<file path="src/rtl/darb_pkg.sv">
package darb_pkg;

    localparam int N_IN   = 4;
    localparam int N_PAIR = N_IN / 2;
    localparam int IDX_W  = $clog2(N_IN);

    // Result code of one pair judge
    typedef enum logic [1:0] {
        PC_NONE = 2'd0,
        PC_LOW  = 2'd1,
        PC_HIGH = 2'd2
    } pcode_e;

    typedef struct packed {
        pcode_e code;
        logic   prio;
    } pres_t;

    typedef enum logic [1:0] {
        ST_IDLE,
        ST_DECIDE,
        ST_CMP,
        ST_HOLD
    } st_e;

    function automatic logic [N_IN-1:0] to_onehot(input logic [IDX_W-1:0] idx);
        return N_IN'(1) << idx;
    endfunction

endpackage

</file>
<file path="src/rtl/darb_pair.sv">
module darb_pair
    import darb_pkg::*;
(
    input  logic [1:0] vld_i,
    input  logic [1:0] prio_i,
    output pres_t      res_o
);

    always_comb begin
        res_o = '{code: PC_NONE, prio: 1'b0};
        unique case (vld_i)
            2'b01: res_o = '{code: PC_LOW,  prio: prio_i[0]};
            2'b10: res_o = '{code: PC_HIGH, prio: prio_i[1]};
            2'b11: begin
                // equal urgency goes to the higher index
                if (prio_i[1] >= prio_i[0])
                    res_o = '{code: PC_HIGH, prio: prio_i[1]};
                else
                    res_o = '{code: PC_LOW,  prio: prio_i[0]};
            end
            default: res_o = '{code: PC_NONE, prio: 1'b0};
        endcase
    end

endmodule

</file>
<file path="src/rtl/darb_final.sv">
module darb_final
    import darb_pkg::*;
(
    input  pres_t             lo_i,
    input  pres_t             hi_i,
    output logic              solo_o,
    output logic [IDX_W-1:0]  solo_idx_o,
    output logic [IDX_W-1:0]  lo_idx_o,
    output logic [IDX_W-1:0]  hi_idx_o,
    output logic              upper_wins_o
);

    logic lo_act, hi_act;

    assign lo_act       = (lo_i.code != PC_NONE);
    assign hi_act       = (hi_i.code != PC_NONE);
    assign lo_idx_o     = {1'b0, lo_i.code == PC_HIGH};
    assign hi_idx_o     = {1'b1, hi_i.code == PC_HIGH};
    assign solo_o       = lo_act ^ hi_act;
    assign solo_idx_o   = hi_act ? hi_idx_o : lo_idx_o;
    assign upper_wins_o = (hi_i.prio >= lo_i.prio);

endmodule

</file>
<file path="src/rtl/darb_top.sv">
module darb_top
    import darb_pkg::*;
(
    input  logic            clk,
    input  logic            rst,
    input  logic [N_IN-1:0] req_p1_i,
    input  logic [N_IN-1:0] req_p0_i,
    output logic [N_IN-1:0] ack_o,
    output logic            res_req_o,
    input  logic            res_ack_i,
    output logic            late_grant_o,
    output logic            bad_code_o
);

    st_e             state_q;
    logic [N_IN-1:0] legal;
    logic [N_IN-1:0] ack_q;
    logic            res_req_q, late_q, err_q, cmp_q;
    pres_t           pair_live [N_PAIR];
    pres_t           pair_q    [N_PAIR];

    logic             solo, upper_wins;
    logic [IDX_W-1:0] solo_idx, lo_idx, hi_idx;

    // exactly one wire high is a legal request; both high is dropped
    assign legal = req_p1_i ^ req_p0_i;

    for (genvar g = 0; g < N_PAIR; g++) begin : g_pair
        darb_pair u_pair (
            .vld_i  (legal[2*g+1 -: 2]),
            .prio_i (req_p1_i[2*g+1 -: 2]),
            .res_o  (pair_live[g])
        );
    end

    darb_final u_final (
        .lo_i         (pair_q[0]),
        .hi_i         (pair_q[1]),
        .solo_o       (solo),
        .solo_idx_o   (solo_idx),
        .lo_idx_o     (lo_idx),
        .hi_idx_o     (hi_idx),
        .upper_wins_o (upper_wins)
    );

    always_ff @(posedge clk) begin
        if (rst) begin
            state_q   <= ST_IDLE;
            ack_q     <= '0;
            res_req_q <= 1'b0;
            late_q    <= 1'b0;
            err_q     <= 1'b0;
            cmp_q     <= 1'b0;
            for (int k = 0; k < N_PAIR; k++) pair_q[k] <= '0;
        end else begin
            if (|(req_p1_i & req_p0_i)) err_q <= 1'b1;
            unique case (state_q)
                ST_IDLE: begin
                    if (|legal) begin
                        for (int k = 0; k < N_PAIR; k++) pair_q[k] <= pair_live[k];
                        state_q <= ST_DECIDE;
                    end
                end
                ST_DECIDE: begin
                    if (solo) begin
                        ack_q     <= to_onehot(solo_idx);
                        res_req_q <= 1'b1;
                        late_q    <= 1'b0;
                        state_q   <= ST_HOLD;
                    end else begin
                        cmp_q   <= upper_wins;
                        state_q <= ST_CMP;
                    end
                end
                ST_CMP: begin
                    ack_q     <= to_onehot(cmp_q ? hi_idx : lo_idx);
                    res_req_q <= 1'b1;
                    late_q    <= 1'b1;
                    state_q   <= ST_HOLD;
                end
                ST_HOLD: begin
                    ack_q <= ack_q & (req_p1_i | req_p0_i);
                    if (res_req_q && res_ack_i) res_req_q <= 1'b0;
                    if ((ack_q == '0) && !res_req_q && !res_ack_i) state_q <= ST_IDLE;
                end
                default: state_q <= ST_IDLE;
            endcase
        end
    end

    assign ack_o        = ack_q;
    assign res_req_o    = res_req_q;
    assign late_grant_o = late_q;
    assign bad_code_o   = err_q;

    // ---------------- assertions ----------------
    assert_codes_live_R3: assert property (@(posedge clk) disable iff (rst)
        (state_q == ST_DECIDE) |-> (pair_q[0].code != PC_NONE || pair_q[1].code != PC_NONE));

    assert_one_ack_R5: assert property (@(posedge clk) disable iff (rst)
        $onehot0(ack_q));

    assert_req_with_ack_R5: assert property (@(posedge clk) disable iff (rst)
        $rose(|ack_q) |-> res_req_q);

    assert_req_hold_R6: assert property (@(posedge clk) disable iff (rst)
        (res_req_q && !res_ack_i) |=> res_req_q);

    assert_ack_hold_R7: assert property (@(posedge clk) disable iff (rst)
        (|(ack_q & (req_p1_i | req_p0_i))) |=> (ack_q == $past(ack_q)));

    assert_no_start_R8: assert property (@(posedge clk) disable iff (rst)
        (res_ack_i && (ack_q == '0)) |=> (ack_q == '0));

    assert_err_set_R9: assert property (@(posedge clk) disable iff (rst)
        (|(req_p1_i & req_p0_i)) |=> err_q);

    assert_err_sticky_R9: assert property (@(posedge clk) disable iff (rst)
        err_q |=> err_q);

endmodule

</file>
<file path="config.mk">
export PLATFORM = sky130hd
export DESIGN_NAME = darb_top
export DESIGN_NICKNAME = d
export VERILOG_FILES = /design/src/rtl/darb_pkg.sv /design/src/rtl/darb_pair.sv /design/src/rtl/darb_final.sv /design/src/rtl/darb_top.sv
export SDC_FILE = /design/constraint.sdc
export NUM_CORES = 1
export LEC_CHECK = 0
export CAP_MARGIN = 40
export CORE_MARGIN = 5
export CORE_UTILIZATION = 40
export DETAILED_ROUTE_END_ITERATION = 12
export GPL_TIMING_DRIVEN = 1
export PLACE_DENSITY = 0.73
export SYNTH_ARGS = -nofsm -noshare
export SYNTH_HDL_FRONTEND = slang
export SYNTH_SLANG_ARGS = --single-unit
</file>
<file path="constraint.sdc">
create_clock -name clk -period 2.6 [get_ports clk]
set_input_delay 0.78 -clock clk [delete_from_list [all_inputs] [get_ports clk]]
set_output_delay 0.78 -clock clk [all_outputs]
set_load 0.1 [all_outputs]
</file>
==> results.yml <==
final_layout:
  nets: 164
  n_antenna_cell: 0
  drive_gt1_frac: 0.194
  post-route-cell-area_um2: 1330
  final_common_cell: "inv_1"
  final_cell_mix: "inv_1 (16), buf_4 (14), ha_1 (13)"
  area_growth_pct: 25.6
sta:
  finalMaxSlewViolations: 0
  skew_ps: 8.89
  rsz0062_at_grt: "false"
  fin_crit_ps: 2390
  finalSetupViolations: 0
  tightest_slew_ps: 468
  max_freq_ghz: 0.419
  period_share: 0.918
  hold_viol: 0
  final.setup.tns_ps: 0
  hold_ws_ps: 486
  slew_headroom: 0.684
global_routing:
  antenna_found_initial: 0
  grt_max_degree: 11
  grt_pass1_vias: 945
  busiest_layer: "met2"
  grt_pass1_wl_um: 3940
  grt.met1_usage: 0.163
  met2_usage: 0.244
  grt_util_met3: 0.0294
  track_usage: 0.139
  grt_overflow: 0
clocking:
  worstSkewPairLatency_ps: 280
  cts_buffer_depth: 2
  clockRootBuffer: "clkbuf_4"
  numClockSinks: 16
  cts_resized: 0
  numCtsBuffers: 3
  cts_setup_buffers: 0
  hold_buffers: 0
  cts_tree: "yes"
  cts_max_level: 1
  clkTransAtPathRegs_ps: 100
worst_setup_path:
  crit_fanout: 4
  start_kind: "primary input"
  required_ps: 2620
  crit_path_end_kind: "flip-flop"
  critPathKind: "primary input to flip-flop"
  arrival_ps: 2410
floorplanning:
  dieArea_um2: 3780
  ios: 18
  die_x_um: 61.5
  core_area_um2: 2500
  start_util: 0.424
  rows: 18
  die_h_um: 61.5
min_path:
  hp-class: "flip-flop to flip-flop"
routing:
  viasPerCell: 5.42
  via_count: 916
  wl_per_cell_um: 13.5
  firstDrtPassIters: 4
  wirelength_um: 2270
  antenna_left: 0
  drc: 0
  initialDrtViolationCount: 18
yosys:
  synth_top_cells_by_area: "dfxtp_1 (19%), edfxtp_1 (17%), ha_1 (15%)"
  seq_area_frac_synth: 0.358
  avgSynthCellArea_um2: 9.39
  synth_area_um2: 1060
  yosysWarnings: 0
  netlist-cell-type-count: 38
  syn-num-nets: 137
  synthArstFlopShare: 0
  ys.flop_type: "dfxtp_1"
  synth_top_cell_area_share: 0.189
  synth_edf_count: 6
  yosysTopAreaCell: "dfxtp_1"
  ys_ff_latch: 16
  syn_inst: 113
placed_design:
  io_buffers: 17
  placed_cell_area_um2: 1300
  routabilityCongestion: 0.817
  hpwl_um: 1840
power_and_ir_drop:
  comb_power_share: 0.606
  ir_drop_mv: 0.837
  internal_power_uw: 765
  netSwitchingPower_uw: 771
  clkPwrFrac: 0.104
  seqPwrFrac: 0.290
  p_leak_uw: 0.000585
  pwr_density_cell_nw_per_um2: 1150
  sw_frac_of_total: 0.502
run:
  drv_cap: 0
outcome:
  status: "finished, final reports clean"
routing by layer:
| metal | up-vias | part of all wire |
|---|---|---|
| met3 | 2 | 0.046 |
| li1 | 463 | - |
| met5 | - | 0 |
| met4 | 0 | 0.012 |
| met2 | 24 | 0.48 |
| met1 | 427 | 0.46 |
area by class of cell:
cell class / instances / area [um^2]
sequential: 16 / 380
fill: 239 / 1170
inverter: 17 / 63.8
multi-input combinational: 78 / 609
timing repair buffer: 24 / 205
tap: 30 / 37.5
clock buffer: 4 / 36.3
kinds of logic after synthesis:
family | after synthesis | synth area share
AO/OA/AOI/OAI | 28 | 0.215
XOR/XNOR | 1 | 0.0153
adder cells (fa/ha/maj) | 13 | 0.153
buffers and inverters | 19 | 0.0672
flip-flops | 16 | 0.358
AND/OR/NAND/NOR | 36 | 0.191
cell usage after synthesis, types with 2 or more instances:
master / count
inv_1: 16
ha_1: 13
dfxtp_1: 10
nand2_1: 9
edfxtp_1: 6
nor2_1: 6
a21oi_1: 5
a221oi_1: 4
nand2b_1: 4
o21ai_0: 4
o32ai_1: 4
nor3_1: 3
and3_1: 2
clkbuf_1: 2
nor2b_1: 2
through the flow:
stage	setup WS, ps	utilization	cells	total power [uW]
floorplan	550	-	113	1160
global placement	-9.53	0.519	165	1350
finish	212	0.533	169	1540
detailed placement	-85.7	0.519	165	1370
CTS	211	0.533	169	1530
global route	94.2	0.533	169	1630
worst paths after layout:
path | start | to | slack (ps) | cells past startpoint
min reg2reg | res_req_o | res_req_o | 490 | 2
max reg2reg | state_q[0] | ack_o[3] | 780 | 5
min | res_req_o | res_req_o | 490 | 2
max | req_p1_i[0] | pair_q[0][5] | 210 | 7
state kept, by name, indices dropped and copies added (netlist names):
name and flops:
cmp_q 1, state_q 2, res_req_o 1, ack_o 4
late_grant_o 1, bad_code_o 1, pair_q 6
worst max-delay path, cell delays in order:
cell,delay [ps]
clkdlybuf4s50_1,470
inv_1,60
ha_1,310
nor4_1,350
nand2b_1,190
nand2b_1,180
a311oi_1,70
power groups by stage:
stage | clock (uW) | combinational, uW | sequential, uW
2_1_floorplan | 0 | 471 | 691
3_3_place_gp | 0 | 903 | 446
3_5_place_dp | 0 | 920 | 450
4_1_cts | 164 | 924 | 444
5_1_grt | 171 | 1000 | 455
6_report | 160 | 931 | 445
No activity file was read; power rests on OpenSTA's default activity.
